--- src/rtl/cg_pkg.sv ---
`timescale 1ns/1ps
package cg_pkg;
   localparam int unsigned NUM_CLASS = 2;
   localparam int unsigned IDX_IOREG = 0;
   localparam int unsigned IDX_PGM   = 1;

   function automatic int unsigned cnt_width(input int unsigned len);
      return $clog2(len + 1);
   endfunction
endpackage

--- src/rtl/cg_sig_decode.sv ---
`timescale 1ns/1ps
module cg_sig_decode #(
   parameter int unsigned DATA_W    = 8,
   parameter int unsigned NUM_CLASS = 2,
   parameter logic [NUM_CLASS*DATA_W-1:0] SIGS = '0
) (
   input  logic                 wr,
   input  logic [DATA_W-1:0]    wdata,
   output logic [NUM_CLASS-1:0] hit
);
   generate
      for (genvar gi = 0; gi < NUM_CLASS; gi++) begin : g_cmp
         assign hit[gi] = wr && (wdata == SIGS[gi*DATA_W +: DATA_W]);
      end
   endgenerate
endmodule

--- src/rtl/cg_window.sv ---
`timescale 1ns/1ps
module cg_window #(
   parameter int unsigned WIN_LEN = 4,
   localparam int unsigned CNT_W  = $clog2(WIN_LEN + 1)
) (
   input  logic             clk,
   input  logic             rst_n,
   input  logic             load,
   input  logic             kill,
   input  logic             use_i,
   input  logic             retire,
   output logic             en,
   output logic [CNT_W-1:0] remain
);
   localparam logic [CNT_W-1:0] FULL = CNT_W'(WIN_LEN);
   localparam logic [CNT_W-1:0] ONE  = CNT_W'(1);

   always_ff @(posedge clk or negedge rst_n) begin
      if (!rst_n) begin
         en     <= 1'b0;
         remain <= '0;
      end else if (load) begin
         en     <= 1'b1;
         remain <= FULL;
      end else if (kill || (en && use_i)) begin
         en     <= 1'b0;
         remain <= '0;
      end else if (en && retire) begin
         remain <= remain - ONE;
         if (remain == ONE) en <= 1'b0;
      end
   end

   a_r10_reload: assert property (@(posedge clk) disable iff (!rst_n)
      load |=> (en && remain == FULL));
   a_r4_last_retire: assert property (@(posedge clk) disable iff (!rst_n)
      (en && remain == ONE && retire && !load) |=> !en);
   a_r5_quiet_hold: assert property (@(posedge clk) disable iff (!rst_n)
      (!load && !kill && !use_i && !retire) |=> ($stable(en) && $stable(remain)));
   a_r8_use_closes: assert property (@(posedge clk) disable iff (!rst_n)
      (en && use_i && !load) |=> !en);
endmodule

--- src/rtl/cg_readback.sv ---
`timescale 1ns/1ps
module cg_readback #(
   parameter int unsigned DATA_W    = 8,
   parameter int unsigned NUM_CLASS = 2
) (
   input  logic [NUM_CLASS-1:0] en,
   output logic [DATA_W-1:0]    rdata,
   output logic                 irq_hold
);
   always_comb begin
      rdata                = '0;
      rdata[NUM_CLASS-1:0] = en;
   end
   assign irq_hold = |en;

   always_comb begin
      a_r6_inhibit: assert (irq_hold == (en != '0));
      a_r7_upper_zero: assert (rdata[DATA_W-1:NUM_CLASS] == '0);
   end
endmodule

--- src/rtl/cfg_guard.sv ---
`timescale 1ns/1ps
module cfg_guard #(
   parameter int unsigned DATA_W  = 8,
   parameter int unsigned WIN_LEN = 4,
   parameter logic [7:0]  SIG_IO  = 8'hD8,
   parameter logic [7:0]  SIG_PGM = 8'h9D
) (
   input  logic              clk,
   input  logic              rst_n,
   input  logic              ulk_wr,
   input  logic [DATA_W-1:0] ulk_wdata,
   output logic [DATA_W-1:0] ulk_rdata,
   input  logic              instr_retire,
   input  logic              iow_req,
   input  logic              pgm_req,
   output logic              iow_pass,
   output logic              pgm_pass,
   output logic              io_en,
   output logic              pgm_en,
   output logic              irq_hold
);
   import cg_pkg::*;
   localparam int unsigned NC = NUM_CLASS;
   localparam logic [NC*DATA_W-1:0] SIGS =
      {DATA_W'(SIG_PGM), DATA_W'(SIG_IO)};

   generate
      if (DATA_W < NC) begin : g_bad_width
         $error("DATA_W too small for readback bits");
      end
      if (WIN_LEN < 1) begin : g_bad_len
         $error("WIN_LEN must be at least one");
      end
      if (SIG_IO == SIG_PGM) begin : g_bad_sig
         $error("signatures must differ");
      end
   endgenerate

   logic [NC-1:0] hit;
   logic [NC-1:0] use_v;
   logic [NC-1:0] en_v;

   assign use_v[IDX_IOREG] = iow_req;
   assign use_v[IDX_PGM]   = pgm_req;

   cg_sig_decode #(.DATA_W(DATA_W), .NUM_CLASS(NC), .SIGS(SIGS)) u_dec (
      .wr(ulk_wr), .wdata(ulk_wdata), .hit(hit)
   );

   generate
      for (genvar gc = 0; gc < NC; gc++) begin : g_cls
         logic [$clog2(WIN_LEN+1)-1:0] remain;
         cg_window #(.WIN_LEN(WIN_LEN)) u_win (
            .clk(clk), .rst_n(rst_n),
            .load(hit[gc]),
            .kill((|hit) && !hit[gc]),
            .use_i(use_v[gc]),
            .retire(instr_retire),
            .en(en_v[gc]),
            .remain(remain)
         );
      end
   endgenerate

   cg_readback #(.DATA_W(DATA_W), .NUM_CLASS(NC)) u_rb (
      .en(en_v), .rdata(ulk_rdata), .irq_hold(irq_hold)
   );

   assign io_en    = en_v[IDX_IOREG];
   assign pgm_en   = en_v[IDX_PGM];
   assign iow_pass = iow_req && io_en;
   assign pgm_pass = pgm_req && pgm_en;

   a_r1_exclusive: assert property (@(posedge clk) disable iff (!rst_n)
      $onehot0({io_en, pgm_en}));
   a_r2_io_open: assert property (@(posedge clk) disable iff (!rst_n)
      (ulk_wr && ulk_wdata == DATA_W'(SIG_IO)) |=> (io_en && !pgm_en));
   a_r3_pgm_open: assert property (@(posedge clk) disable iff (!rst_n)
      (ulk_wr && ulk_wdata == DATA_W'(SIG_PGM)) |=> (pgm_en && !io_en));
   a_r8_io_blocked: assert property (@(posedge clk) disable iff (!rst_n)
      (iow_req && !ulk_rdata[0]) |-> !iow_pass);
   a_r9_pgm_blocked: assert property (@(posedge clk) disable iff (!rst_n)
      (pgm_req && !ulk_rdata[1]) |-> !pgm_pass);
endmodule

--- config.mk ---
export PLATFORM = sky130hd
export DESIGN_NAME = cfg_guard
export DESIGN_NICKNAME = d
export VERILOG_FILES = /design/src/rtl/cg_pkg.sv /design/src/rtl/cg_sig_decode.sv /design/src/rtl/cg_window.sv /design/src/rtl/cg_readback.sv /design/src/rtl/cfg_guard.sv
export SDC_FILE = /design/constraint.sdc
export NUM_CORES = 1
export LEC_CHECK = 0
export ABC_AREA = 1
export BUFFER_PORTS_ARGS = -buffer_cell sky130_fd_sc_hd__buf_2
export CORE_MARGIN = 2
export CORE_UTILIZATION = 40
export CTS_CLUSTER_DIAMETER = 30
export DETAILED_ROUTE_END_ITERATION = 10
export PLACE_DENSITY = 0.71
export SYNTH_ARGS = -nofsm -noshare
export SYNTH_HDL_FRONTEND = slang
export SYNTH_SLANG_ARGS = --single-unit
--- constraint.sdc ---
create_clock -name clk -period 1.1 [get_ports clk]
set_clock_uncertainty 0.1 [all_clocks]
set_input_delay 0.11 -clock clk [delete_from_list [all_inputs] [get_ports clk]]
set_output_delay 0.11 -clock clk [all_outputs]
set_load 0.01 [all_outputs]
==> results of run 1 <==
==> cell type report <==
cell class	count	share of cell area (%)
Multi-Input combinational cell	59	47.42
Sequential cell	8	22.01
Timing Repair Buffer	29	20.24
Inverter	14	5.707
Clock buffer	3	2.446
Tap cell	16	2.174
==> state kept, by name, indices dropped and copies added, names as in the netlist <==
| register | count |
|---|---|
| g_cls.u_win.en | 2 |
| g_cls.u_win.remain | 6 |
==> per-stage QoR <==
stage,area (µm²),setup TNS [ns],util (%)
3_3_place_gp,734.5,-0.03858,48.75
3_5_place_dp,734.5,-0.1578,48.75
6_report,920.9,-0.8268,61.13
5_1_grt,920.9,-1.359,61.13
4_1_cts,879.6,-0.7231,58.39
2_1_floorplan,670.6,0,-
==> critical path: stages (launching register included) <==
cell     delay, ns
dfrtp_2       0.44
or2_4         0.24
buf_6         0.12
==> cells in the mapped netlist <==
cell | instances | area [µm²]
nand3_2 | 1 | 10.01
nor2_4 | 1 | 11.26
nand4_1 | 2 | 12.51
dfrtp_1 | 8 | 200.2
a31oi_1 | 1 | 6.260
or2_2 | 1 | 6.260
o21ai_1 | 2 | 10.01
conb_1 | 1 | 3.750
xor2_1 | 2 | 17.52
nand3_1 | 7 | 35.03
ha_1 | 4 | 50.05
buf_6 | 1 | 11.26
nand3_4 | 1 | 17.52
nand2_2 | 2 | 12.51
nor2_1 | 4 | 15.01
nor3b_2 | 1 | 12.51
nand2_1 | 22 | 82.58
nor2_2 | 2 | 12.51
clkinv_1 | 1 | 3.750
inv_1 | 13 | 48.80
buf_4 | 8 | 60.06
==> final timing paths <==
kind	endpoint	slack [ns]	cells past startpoint
setup / recovery	irq_hold	-0.17	2
max in group asynchronous	g_cls[1].u_win.en$_DFFE_PN0P_	0.54	2
setup reg to reg	g_cls[1].u_win.remain[2]$_DFFE_PN0P_	-0.08	7
hold / removal	g_cls[0].u_win.remain[2]$_DFFE_PN0P_	0.07	4
hold reg to reg	g_cls[1].u_win.remain[1]$_DFFE_PN0P_	0.54	4
min in group asynchronous	g_cls[0].u_win.remain[1]$_DFFE_PN0P_	0.16	2
==> routing by layer <==
layer  vias up  share of wire (%)  global-route usage, %
met1       283                 39                  19.18
met5         -                  0                      0
met4         0                1.4                  9.697
met2        31                 54                  28.82
li1        305                  -                      -
met3         2                5.6                  2.500
==> cells in the final DEF (no fill, tap or decap) <==
cell type	count
nand2_4	3
nand3_4	1
conb_1	6
inv_1	8
nor2_2	2
ha_4	4
nor2_1	4
nand4_1	2
nand2_1	19
inv_2	5
or2_4	1
clkinv_1	1
buf_6	3
a31oi_1	1
nand3_1	3
dfrtp_1	6
dlygate4sd3_1	1
xor2_1	2
buf_2	18
clkbuf_4	3
nor3b_2	1
nor2_4	1
nand2_2	2
o21ai_2	2
nand3_2	5
buf_4	7
dfrtp_2	2
==> power by group <==
| part | internal (mW) | switching, mW |
|---|---|---|
| Sequential | 0.406 | 0.0909 |
| Combinational | 0.455 | 0.475 |
| Clock | 0.125 | 0.103 |
| Total | 0.985 | 0.668 |
==> timing repair <==
item,in CTS,in global routing
endpoints found under the setup margin,12,13
hold buffers,1,0
setup buffers,5,1
resized for setup,18,8
hold endpoints to repair,8,0
pin swaps,11,11
==> cells by family (layout without fill, tap and decap cells) <==
group	Yosys count	after routing	share of synthesized area, %
buffers and inverters	23	46	19.37
flip-flops	8	8	31.31
AND/OR/NAND/NOR	44	44	35.62
adder cells (fa/ha/maj)	4	4	7.828
XOR/XNOR	2	2	2.740
other	1	6	0.5865
AO/OA/AOI/OAI	3	3	2.545
==> summary.txt, run 1 <==
Outcome
  – Status: complete, but fails checks
  – Failing checks: setup timing

Worst setup path
  – Worst reg2reg startpoint: g_cls[1].u_win.remain[1]$_DFFE_PN0P_
  – Worst EP required: around 0.9 ns
  – CP Max Fanout: 5
  – WP data arrival: 1.06 ns
  – Setup CP Type: reg2out
  – Setup crit start kind: register
  – Setup crit start: g_cls[0].u_win.en$_DFFE_PN0P_
  – CP endpoint kind: output pin

Placement
  – GP Congestion: around 0.7
  – Pre-CTS setup slack: -0.05621 ns
  – Post-Place Cells: 119
  – Port bufs: 20
  – HPWL Detailed: around 970 µm

Layout
  – Area of the multi-input gates: 436.7 µm²
  – Non-filler instance count after layout: between 100 and 150
  – ANT cells: 0
  – Synth-to-Final Area Change: 44.03%
  – Number of fill cells in the layout: 136
  – Share of cells above drive strength 1: 53.10%
  – # nets final: between 100 and 150
  – Seq. cell area: 202.7 µm²

Route
  – Via count: just over 600
  – Drt pass-1 iters: 4
  – DR WL/cell: 11.43 µm
  – Vias per inst: 4.814
  – Initial drt markers: 9
  – Post-Route WL: 1.474 mm
  – Antenna viol nets, final: 0
  – Drt drc: 0

Global route
  – Largest net degree at the start of global routing: 9
  – Initial antenna violation count: 0
  – Tot GR Track Use: 16.65%
  – Vias in the first global route: around 550
  – GR Overflow Total: 0
  – First-pass GRT wire length: 2.346 mm

Floorplan
  – Vert. Die Dim: 43.98 µm
  – Die area: 1934 µm²
  – Core Box Area: 1506 µm²
  – Cell Rows: 14
  – Horiz. Die Dim: 43.98 µm
  – I/O pin cnt: 27
  – Starting Density: about 42%

Power and ir drop
  – Worst vdd ir: 0.6211 mV
  – Tot Pwr: 1.654 mW
  – Leak: 0.5249 nW
  – PwrDens: 1796 nW/µm²

Logic synthesis
  – Synthesized flop and latch total: 8
  – Cells after Synth: between 80 and 90
  – Syn Area/Cell: around 7.5 µm²
  – Distinct cells, synth: 21
  – Post-Syn Area: around 640 µm²
  – Seq/Total Area, Yosys: 31.31%
  – Synthesis warning total: 0

Min path
  – Hold path startpoint: iow_req
  – Hold crit path type: in2reg

CTS
  – Clk_lat worst skew: 0.26 ns
  – Clock Pin Slew Worst Setup and Hold Paths: ~0.060 ns
  – CTS Buf Count: 3
  – # H-tree levels: 1
  – Clock Path Buffers: 2
  – TritonCTS clock tree: built
  – Root buf cell: clkbuf_4
  – TritonCTS Sinks: 8

STA
  – RSZ-0062 raised after global routing: true
  – Slew Limit Fails: 0
  – WHS: 0.07422 ns
  – Final hold violation count: 0
  – Tmin final: around 1.3 ns
  – Fmax: 789.9 MHz
  – Period utilization: 115.1%
  – Setup ws final: -0.1660 ns
  – Final setup viols: 12

Job
  – Max Cap Viol: 0
(Power assumes the default switching activity.)
==> run 2, diff against run 1 <==
- PLACE_DENSITY: 0.71 -> 0.69
- clock period: 1.1 -> 1.45 ns (I/O delays scaled with it)
==> run 2 against run 1 <==
  * Global-route usage shrank 4.7 points
  * Setup slack better by 0.24 ns
  * The run now ends clean
  * Wire length shrank 31%
  * Largest cell class unchanged
  * Count of clock-buffer cells in the layout did not move
  * First-iteration DRC count increased by 11%
  * Sequential share of layout area increased by 5.2 points
  * Cell count is 6.2% lower
==> summary.txt, run 2 (synthesis results as in run 1) <==
CTS
  – Post-CTS setup buffers: 0 (-5)
  – CTS Buf Count: 3 (unchanged)
  – TritonCTS Sinks: 8 (unchanged)
  – Clk_lat worst skew: 0.25 ns (about the same)
  – TritonCTS clock tree: built
  – Clock Pin Slew Worst Setup and Hold Paths: 0.05 ns (about the same)
  – # H-tree levels: 1 (unchanged)
  – Root buf cell: clkbuf_4
  – Clock Path Buffers: 2 (unchanged)

Route
  – Via count: 568 (-8.5%)
  – Antenna viol nets, final: 0 (unchanged)
  – Drt pass-1 iters: 4 (unchanged)
  – Initial drt markers: 10 (+1)
  – Drt drc: 0 (unchanged)
  – Post-Route WL: 1.017 mm (-31%)
  – DR WL/cell: 8.405 µm (-26%)
  – Vias per inst: 4.694 (-2.5%)

Layout
  – Commonest non-fill, non-tap cell in the layout: nand2_1
  – Highest-count cells in the layout ignoring fill and taps: 22 x nand2_1, 20 x buf_2, 13 x inv_1
  – Biggest regs: g_cls.u_win.remain (6), g_cls.u_win.en (2)
  – Seq. cell area: 201.4 µm² (-0.62%)
  – Top reg by flops: g_cls.u_win.remain
  – Max reg flops: 6 (unchanged)
  – # nets final: 125 (-6.0%)
  – Layout Utilization: 49.17% (-12 points)
  – Number of fill cells in the layout: 145 (+6.6%)
  – ANT cells: 0 (unchanged)
  – Synth-to-Final Area Change: 15.85%
  – Area of the multi-input gates: 334.1 µm² (-23%)
  – Share of cells above drive strength 1: 31.43% (-22 points)

Global route
  – First-pass GRT wire length: 1.745 mm (-26%)
  – Met1 Use GR: 12.18% (-7.0 points)
  – GR Overflow Total: 0 (unchanged)
  – Gr busiest metal: met2
  – Largest net degree at the start of global routing: 9 (unchanged)
  – Initial antenna violation count: 0 (unchanged)
  – Tot GR Track Use: 11.92% (-4.7 points)
  – Vias in the first global route: 490 (-11%)
  – Met3 Use GR: 2.917% (+0.42 points)
  – Met2 global-route usage: 22.35% (-6.5 points)

Floorplan
  – Die area: 1934 µm² (unchanged)
  – Vert. Die Dim: 43.98 µm (unchanged)
  – Horiz. Die Dim: 43.98 µm (unchanged)
  – Core Box Area: 1506 µm² (unchanged)
  – Cell Rows: 14 (unchanged)
  – Starting Density: 42.44% (unchanged)
  – I/O pin cnt: 27 (unchanged)

STA
  – Tmin final: 1.377 ns
  – RSZ-0062 raised after global routing: false
  – Setup ws final: 0.07267 ns (+0.2386 ns)
  – Final setup viols: 0 (-12)
  – Slew Limit Fails: 0 (unchanged)
  – Setup tns final: 0 ns (+0.8268 ns)
  – Period utilization: between 90 and 100%
  – Final hold violation count: 0 (unchanged)
  – Fmax: 726.0 MHz

Power and ir drop
  – Leak: 0.4518 nW (-14%)
  – Worst vdd ir: 0.4730 mV (-24%)
  – PwrDens: 1247 nW/µm² (-31%)

Outcome
  – Status: complete, no violations

Placement
  – GP Congestion: 0.6365 (-9.2%)
  – HPWL Detailed: 882 µm (-8.8%)
  – Port bufs: 20 (unchanged)
  – Pre-CTS setup slack: 0.2562 ns (+0.3124 ns)

Worst setup path
  – WP data arrival: 1.13 ns (+0.07 ns)
  – CP endpoint kind: output pin
  – Worst EP required: 1.21 ns (+0.32 ns)
  – Setup crit start kind: register
  – Setup CP Type: reg2out
  – CP Max Fanout: 8 (+3)

Job
  – Max Cap Viol: 0 (unchanged)

Min path
  – Hold crit path type: in2reg
run 2: cell types whose count changed in the layout (fill, tap and decap cells not counted), sizes merged:
cell,before,now
buf,28,20
run 2: worst paths after layout:
kind,start,to,slack [ns],depth (start not counted)
worst max-delay path,g_cls[0].u_win.en$_DFFE_PN0P_,irq_hold,0.07,2
worst min-delay path,ulk_wdata[1],g_cls[1].u_win.en$_DFFE_PN0P_,0.12,4
worst max register to register,g_cls[1].u_win.remain[0]$_DFFE_PN0P_,g_cls[1].u_win.remain[2]$_DFFE_PN0P_,0.25,8
worst min register to register,g_cls[0].u_win.remain[1]$_DFFE_PN0P_,g_cls[0].u_win.remain[1]$_DFFE_PN0P_,0.52,4
max in group asynchronous,rst_n,g_cls[1].u_win.en$_DFFE_PN0P_,0.91,2
min in group asynchronous,rst_n,g_cls[0].u_win.remain[1]$_DFFE_PN0P_,0.16,2
run 2: area by class of cell:
type	instances	share of cell area, %
repair buffers	21	14.86
multi-input cells	59	45.10
inverters	14	7.095
clock buffers	3	3.041
flip-flops and latches	8	27.20
well taps	16	2.703
run 2: metal layers:
layer | part of all wire (%) | vias up
li1 | - | 290
met1 | 41 | 252
met2 | 49 | 23
met3 | 7.8 | 3
met4 | 1.1 | 0
met5 | 0 | -
run 2: stage by stage:
stage / instances / instance area [µm²] / hold WS, ns / power (mW)
5_1_grt: 121 / 740.7 / 0.1368 / 1.029
4_1_cts: 121 / 739.5 / 0.1219 / 0.9342
3_5_place_dp: 117 / 706.9 / -0.1069 / 0.7630
2_1_floorplan: 90 / 658.1 / -0.2506 / 0.6818
3_3_place_gp: 117 / 706.9 / -0.1057 / 0.7465
6_report: 121 / 740.7 / 0.1174 / 0.9237
run 2: timing repair:
action,CTS,global route
hold buffers,1,0
endpoints found under the hold margin,8,0
resized for setup,0,1
endpoints found under the setup margin,0,1
run 2: report_power, final:
part           total, mW  leakage [nW]  internal (mW)  switching, mW
Sequential         0.356         0.101          0.306         0.0495
Combinational      0.402         0.337          0.172          0.230
Clock              0.165        0.0138         0.0944         0.0710
Total              0.924         0.452          0.573          0.351
run 2: worst max-delay path, cell delays in order (launching register included):
cell and delay [ns]:
dfrtp_1 0.45, or2_2 0.30, buf_2 0.14
